$ cat src/rtl/sp_pkg.sv
`timescale 1ns/1ps
package sp_pkg;

    // Frame layout: fixed byte positions used by the parser
    localparam logic [7:0] SYNC_BYTE  = 8'hFF;
    localparam int         POS_ID     = 2;
    localparam int         POS_COUNT  = 3;
    localparam int         POS_FAULT  = 4;
    localparam int         POS_PAY0   = 5;
    localparam int         POS_PAY1   = 6;
    localparam int         COUNT_MIN  = 2;   // count = payload bytes + 2
    localparam int         ANGLE_CNT  = 4;   // count of a 2-byte position reply

    // Meaningful fault bits are 0..6; bit 7 is ignored
    localparam logic [7:0] FAULT_MASK = 8'h7F;

    typedef enum logic [1:0] {
        PH_IDLE,
        PH_RUN,
        PH_DONE
    } phase_t;

    typedef struct packed {
        logic fin;
        logic bad;
    } verdict_t;

    function automatic logic [7:0] check_of(input logic [7:0] running_sum);
        return ~running_sum;
    endfunction

    function automatic logic [9:0] angle_of(input logic [7:0] lo, input logic [1:0] hi);
        return {hi, lo};
    endfunction

endpackage

$ cat src/rtl/sp_fetch.sv
`timescale 1ns/1ps
module sp_fetch #(
    parameter int IDX_W  = 4,
    parameter int ADDR_W = 8
) (
    input  logic              clk,
    input  logic              rst,
    input  logic              start,
    input  logic              active,
    input  logic              run_en,
    input  logic              count_known,
    input  logic [IDX_W-1:0]  last_idx,
    input  logic              grant,
    input  logic [7:0]        rdata,
    output logic              req,
    output logic [ADDR_W-1:0] addr,
    output logic              byte_vld,
    output logic [IDX_W-1:0]  byte_idx,
    output logic [7:0]        byte_data
);
    localparam logic [IDX_W-1:0] COUNT_IDX = IDX_W'(sp_pkg::POS_COUNT);

    logic [IDX_W-1:0] next_idx;
    logic [IDX_W-1:0] pend_idx;
    logic             pending;
    logic             in_window;
    logic             fire;

    // Until the count byte has been seen, never read past it
    always_comb begin
        if (count_known) in_window = (next_idx <= last_idx);
        else             in_window = (next_idx <= COUNT_IDX);
    end

    assign req  = active && run_en && in_window;
    assign fire = req && grant;
    assign addr = ADDR_W'(next_idx);

    always_ff @(posedge clk) begin
        if (rst || start) begin
            next_idx <= '0;
        end else if (fire) begin
            next_idx <= next_idx + 1'b1;
        end
    end

    // One cycle of RAM read latency
    always_ff @(posedge clk) begin
        if (rst) begin
            pending  <= 1'b0;
            pend_idx <= '0;
        end else begin
            pending <= fire;
            if (fire) pend_idx <= next_idx;
        end
    end

    assign byte_vld  = pending;
    assign byte_idx  = pend_idx;
    assign byte_data = rdata;

    AST_FETCH_GRANT_ADVANCE: assert property (@(posedge clk) disable iff (rst)
        (req && !grant && !start) |=> $stable(next_idx));

endmodule

$ cat src/rtl/sp_check.sv
`timescale 1ns/1ps
module sp_check
    import sp_pkg::*;
#(
    parameter int MAX_PARAMS = 8,
    parameter int IDX_W      = 4
) (
    input  logic             clk,
    input  logic             rst,
    input  logic             start,
    input  logic             vld,
    input  logic [IDX_W-1:0] idx,
    input  logic [7:0]       data,
    input  logic             want_ang,
    output logic             count_known,
    output logic [IDX_W-1:0] last_idx,
    output logic [7:0]       id_q,
    output logic [7:0]       fault_q,
    output logic [9:0]       ang_q,
    output verdict_t         verdict
);
    localparam logic [IDX_W-1:0] I_SYNC1 = IDX_W'(1);
    localparam logic [IDX_W-1:0] I_ID    = IDX_W'(POS_ID);
    localparam logic [IDX_W-1:0] I_CNT   = IDX_W'(POS_COUNT);
    localparam logic [IDX_W-1:0] I_FLT   = IDX_W'(POS_FAULT);
    localparam logic [IDX_W-1:0] I_P0    = IDX_W'(POS_PAY0);
    localparam logic [IDX_W-1:0] I_P1    = IDX_W'(POS_PAY1);
    localparam int               CNT_MAX = MAX_PARAMS + COUNT_MIN;

    logic [7:0] run_sum;
    logic [7:0] count_q;
    logic [7:0] pay_lo;
    logic [1:0] pay_hi;
    logic       count_ok;
    logic       at_check;
    logic       summed;

    assign count_ok = (int'(data) >= COUNT_MIN) && (int'(data) <= CNT_MAX);
    assign last_idx = IDX_W'(count_q) + I_CNT;
    assign at_check = count_known && (idx == last_idx);
    assign summed   = vld && (idx >= I_ID) && !at_check;

    always_comb begin
        verdict = '0;
        if (vld) begin
            if (idx <= I_SYNC1 && data != SYNC_BYTE) begin
                verdict.fin = 1'b1;
                verdict.bad = 1'b1;
            end else if (idx == I_CNT && !count_ok) begin
                verdict.fin = 1'b1;
                verdict.bad = 1'b1;
            end else if (at_check) begin
                verdict.fin = 1'b1;
                verdict.bad = (data != check_of(run_sum)) ||
                              (want_ang && int'(count_q) != ANGLE_CNT);
            end
        end
    end

    always_ff @(posedge clk) begin
        if (rst || start) begin
            run_sum     <= '0;
            count_known <= 1'b0;
            count_q     <= '0;
        end else begin
            if (summed) run_sum <= run_sum + data;
            if (vld && idx == I_CNT) begin
                count_q     <= data;
                count_known <= count_ok;
            end
        end
    end

    always_ff @(posedge clk) begin
        if (rst) begin
            id_q    <= '0;
            fault_q <= '0;
            pay_lo  <= '0;
            pay_hi  <= '0;
        end else if (vld) begin
            if (idx == I_ID)  id_q    <= data;
            if (idx == I_FLT) fault_q <= data;
            if (idx == I_P0 && !at_check) pay_lo <= data;
            if (idx == I_P1 && !at_check) pay_hi <= data[1:0];
        end
    end

    assign ang_q = angle_of(pay_lo, pay_hi);

    AST_CHECK_SYNC_EARLY: assert property (@(posedge clk) disable iff (rst)
        (verdict.fin && !count_known) |-> (idx <= I_CNT));

endmodule

$ cat src/rtl/sp_fault.sv
`timescale 1ns/1ps
module sp_fault (
    input  logic [7:0] status,
    output logic       any_fault
);
    // Bits 0..6: supply, angle limit, heat, range, corrupted command,
    // torque, unknown command. Bit 7 is masked away.
    assign any_fault = |(status & sp_pkg::FAULT_MASK);
endmodule

$ cat src/rtl/servo_status_parser.sv
`timescale 1ns/1ps
module servo_status_parser
    import sp_pkg::*;
#(
    parameter int MAX_PARAMS = 8,
    parameter int ADDR_W     = 8
) (
    input  logic              clk,
    input  logic              rst,
    input  logic              parse_en,
    input  logic              want_angle,
    output logic              rd_req,
    output logic [ADDR_W-1:0] rd_addr,
    input  logic              rd_grant,
    input  logic [7:0]        rd_data,
    output logic              busy,
    output logic              err_flag,
    output logic [7:0]        servo_id,
    output logic [7:0]        status_byte,
    output logic              servo_fault,
    output logic [9:0]        angle
);
    localparam int IDX_W    = $clog2(MAX_PARAMS + 7);
    localparam int LAST_MAX = MAX_PARAMS + 5;

    phase_t           phase;
    logic             want_q;
    logic             start;
    logic             byte_vld;
    logic             vld_run;
    logic [IDX_W-1:0] byte_idx;
    logic [7:0]       byte_data;
    logic             count_known;
    logic [IDX_W-1:0] last_idx;
    logic [7:0]       id_q;
    logic [7:0]       fault_q;
    logic [9:0]       ang_q;
    verdict_t         verdict;

    assign start   = (phase == PH_IDLE) && parse_en;
    assign busy    = (phase == PH_RUN);
    assign vld_run = byte_vld && busy;

    sp_fetch #(
        .IDX_W  (IDX_W),
        .ADDR_W (ADDR_W)
    ) u_fetch (
        .clk         (clk),
        .rst         (rst),
        .start       (start),
        .active      (busy),
        .run_en      (parse_en),
        .count_known (count_known),
        .last_idx    (last_idx),
        .grant       (rd_grant),
        .rdata       (rd_data),
        .req         (rd_req),
        .addr        (rd_addr),
        .byte_vld    (byte_vld),
        .byte_idx    (byte_idx),
        .byte_data   (byte_data)
    );

    sp_check #(
        .MAX_PARAMS (MAX_PARAMS),
        .IDX_W      (IDX_W)
    ) u_check (
        .clk         (clk),
        .rst         (rst),
        .start       (start),
        .vld         (vld_run),
        .idx         (byte_idx),
        .data        (byte_data),
        .want_ang    (want_q),
        .count_known (count_known),
        .last_idx    (last_idx),
        .id_q        (id_q),
        .fault_q     (fault_q),
        .ang_q       (ang_q),
        .verdict     (verdict)
    );

    sp_fault u_fault (
        .status    (status_byte),
        .any_fault (servo_fault)
    );

    always_ff @(posedge clk) begin
        if (rst) begin
            phase       <= PH_IDLE;
            want_q      <= 1'b0;
            err_flag    <= 1'b0;
            servo_id    <= '0;
            status_byte <= '0;
            angle       <= '0;
        end else begin
            case (phase)
                PH_IDLE: begin
                    if (parse_en) begin
                        phase    <= PH_RUN;
                        want_q   <= want_angle;
                        err_flag <= 1'b0;
                    end
                end
                PH_RUN: begin
                    if (verdict.fin) begin
                        phase    <= PH_DONE;
                        err_flag <= verdict.bad;
                        if (count_known) begin
                            servo_id    <= id_q;
                            status_byte <= fault_q;
                        end
                        if (!verdict.bad && want_q) angle <= ang_q;
                    end
                end
                PH_DONE: begin
                    if (!parse_en) phase <= PH_IDLE;
                end
                default: phase <= PH_IDLE;
            endcase
        end
    end

    AST_START_AT_ZERO: assert property (@(posedge clk) disable iff (rst)
        $rose(busy) |-> (rd_addr == '0));

    AST_ADDR_LIMIT: assert property (@(posedge clk) disable iff (rst)
        rd_req |-> (rd_addr <= ADDR_W'(LAST_MAX)));

    AST_PAUSE_QUIET: assert property (@(posedge clk) disable iff (rst)
        !parse_en |-> !rd_req);

    AST_ANGLE_ON_CLEAN: assert property (@(posedge clk) disable iff (rst)
        !$stable(angle) |-> (!busy && !err_flag));

    AST_RESULT_HOLD: assert property (@(posedge clk) disable iff (rst)
        (!busy && !$past(busy)) |-> ($stable(err_flag) && $stable(servo_id) &&
                                     $stable(status_byte)));

endmodule

$ cat config.mk
export PLATFORM = sky130hd
export DESIGN_NAME = servo_status_parser
export DESIGN_NICKNAME = d
export VERILOG_FILES = /design/src/rtl/sp_pkg.sv /design/src/rtl/sp_fetch.sv /design/src/rtl/sp_check.sv /design/src/rtl/sp_fault.sv /design/src/rtl/servo_status_parser.sv
export SDC_FILE = /design/constraint.sdc
export NUM_CORES = 1
export LEC_CHECK = 0
export ABC_CLOCK_PERIOD_IN_PS = 3700
export BUFFER_PORTS_ARGS = -buffer_cell sky130_fd_sc_hd__buf_2
export CORE_ASPECT_RATIO = 0.75
export CORE_UTILIZATION = 37
export DETAILED_ROUTE_END_ITERATION = 6
export GPL_ROUTABILITY_DRIVEN = 0
export PLACE_DENSITY = 0.53
export RECOVER_POWER = 50
export SETUP_SLACK_MARGIN = 0.15
export SLEW_MARGIN = 30
export SYNTH_ARGS = -nofsm -noshare
export SYNTH_HDL_FRONTEND = slang
export SYNTH_HIERARCHICAL = 1
export SYNTH_SLANG_ARGS = --single-unit
$ cat constraint.sdc
create_clock -name clk -period 3.7 [get_ports clk]
set_input_delay 0 -clock clk [delete_from_list [all_inputs] [get_ports clk]]
set_output_delay 0 -clock clk [all_outputs]
set_load 0.05 [all_outputs]
==> run metrics <==
outcome finished clean; Worst R2R Setup Slack 0.93 ns; boundary pin count 51; Cell variety after synth 63; Post-synth top flop dfxtp_1; register area share after synthesis 0.403; largest net degree at the start of global routing 74; DP HPWL 6270 microns; worst-margin pin slew 0.794 ns; Post-Syn Area 4070 sq um; Routed WL 9310 microns; hold-critical path depth 3; Total Nets Final 502; fmax 361 MHz; Final Hold Vio Count 0; Remaining DRCs 0; worst setup path class register to register; compound-cell area share of the yosys netlist 0.118; RSZ-0062 raised after global routing no; # setup viols final 0; Period minus WS final 2.77 ns; Synth top cells by count 82 x dfxtp_1, 49 x nor2_1, 47 x mux2i_1, 33 x nand2_1, 26 x nand2b_1; Tot Pwr 1.91 mW; Worst Hold Class input pin to register; peak fanout along the critical path 16; initial antenna violation count 0; worst IR drop on VDD 0.000225 V; root buffer cell clkbuf_16; Startpoint Class register; met2 wire length 4060 microns; total number of vias 3159; Max-slew headroom 0.470; FP Rows 32; Global Route Usage Sum 0.174; max-cap violations 0; fraction of layout cells with a size suffix above 1 0.129; Met1 Wirelength 4780 microns; Worst-path clk slew 0.06 ns; r2r worst-path depth 9; Die ar. 11400 sq um; antenna cells 0; number of global-route vias before repair 2975; H-tree lvl count 3; top cells by area, synth dfxtp_1 40%, mux2i_1 12%, nor2_1 4.5%, ha_1 4.0%, nand2b_1 4.0%; highest metal used met4; Die Ht 92.9 microns; Starting Density 0.388; Synth top area share 0.403; mux share of post-synthesis cell area 0.118; total gr overflow 0; Core ar. 10500 sq um; Post-synth EDFFs 0; Crit. End Element register; Synth Area in Adders 0.0448; Clock Latency Late Sink 0.34 ns; Ys Warns 6; hold_buf cts 3; DR WL/cell 15.1 microns; post-CTS sizing 0; Post-Synth XOR/XNOR Area 0.0252; WP data arrival 3.03 ns; leakage power 1.72 nW; flops & latches, synth 82; most frequent cell after synthesis dfxtp_1; via density per instance 5.13; met3 WL post-DR 372 microns; max-slew violations 0; final antenna-violating net count 0; Layout Utilization 0.436; cts bufs inserted 9; FFs w/ async S/R, synth 0; pwr dens 418 nW/um^2; syn_area_per_cell 9.24 sq um; WP data required 3.96 ns; Clock Skews 0.00722 ns; first-pass GRT wire length 15100 microns; Post-CTS Setup Inserts 0; hold slack 0.0522 ns; Area growth syn-to-layout 12.2%; Syn Inst Count 441; Buffers on Ports 46; Sink Count 82; clk buf depth 2; final setup TNS 0 ns; cell taking the most area after synthesis dfxtp_1; simple-gate share of the synthesized area 0.225; CTS tree done; die width 123 microns; drt first-iter violations 249; largest family of logic cells by synthesized area simple AND/OR/NAND/NOR gates; final period utilization 0.749; drt pass-1 iters 5
placed cells by master, fill, tap and decap left out, drive strengths merged, types with 4 or more instances in the layout:
cell type  instances
nand3              5
o21ai             15
mux2i             47
nand2b            26
xor2               5
o21a               4
a21oi             30
nor2              50
nand4             11
nor2b              6
inv               16
dfxtp             82
clkbuf            44
buf               15
nand4b             5
conb               4
nor3               4
nor3b              4
ha                13
nand2             43
metal layers:
| metal | global-route usage | vias to the layer above |
|---|---|---|
| met5 | 0 | - |
| met4 | 0.0512 | 0 |
| met3 | 0.0388 | 9 |
| met2 | 0.264 | 68 |
| met1 | 0.243 | 1501 |
| li1 | - | 1581 |
power breakdown:
part / switching (mW) / internal, mW / total [mW]
registers: 0.00273 / 0.885 / 0.887
clock network: 0.371 / 0.547 / 0.918
logic: 0.0749 / 0.0286 / 0.103
cell type report:
class                           instances  area (sq um)
Clock buffer                           10           239
Clock inverter                          6          71.3
Fill cell                            1086          5920
Tap cell                              136           170
Timing Repair Buffer                   52           238
Multi-Input combinational cell        316          2160
Sequential cell                        82          1640
Inverter                               14          52.6
cell families (layout without fill, tap and decap cells):
group,count (synthesis),count (layout)
other cells,1,4
fa+ha+maj,14,14
mux,48,48
compound gates,69,69
buf+inv,46,82
xor+xnor,9,9
simple gates,172,172
flops,82,82
worst max-delay path, stage by stage (launching register included):
cell and delay, ns:
dfxtp_1 0.38, inv_1 0.09, ha_1 0.22, xnor2_1 0.29, xnor2_1 0.25, and3_2 0.28
o21a_1 0.19, and4b_1 0.74, nand2_1 0.11, a21oi_1 0.14
final timing paths:
path | startpoint | end
setup / recovery | u_check/count_q[0]$_SDFFE_PP0P_ | servo_id[5]$_SDFFE_PP0P_
hold / removal | rst | u_fetch/byte_idx[1]$_SDFFE_PP0P_
setup reg to reg | u_check/count_q[0]$_SDFFE_PP0P_ | servo_id[5]$_SDFFE_PP0P_
hold reg to reg | u_check/fault_q[1]$_SDFFE_PP0P_ | status_byte[1]$_SDFFE_PP0P_
flip-flops by register name, indices dropped and copies added (netlist names), 4 cells and up:
name	count
u_check/run_sum	8
servo_id	8
status_byte	8
u_fetch/next_idx	4
u_check/id_q	8
u_fetch/byte_idx	4
u_check/fault_q	8
u_check/pay_lo	8
u_check/count_q	8
angle	10
per-stage QoR:
stage / setup slack [ns] / area (sq um) / cells
floorplan: 0.967 / 4090 / 444
global placement: 1.02 / 4300 / 597
detailed placement: 0.954 / 4300 / 597
CTS: 0.942 / 4640 / 616
global route: 0.653 / 4570 / 616
finish: 0.927 / 4570 / 616
No activity file was read; power rests on OpenSTA's default activity.
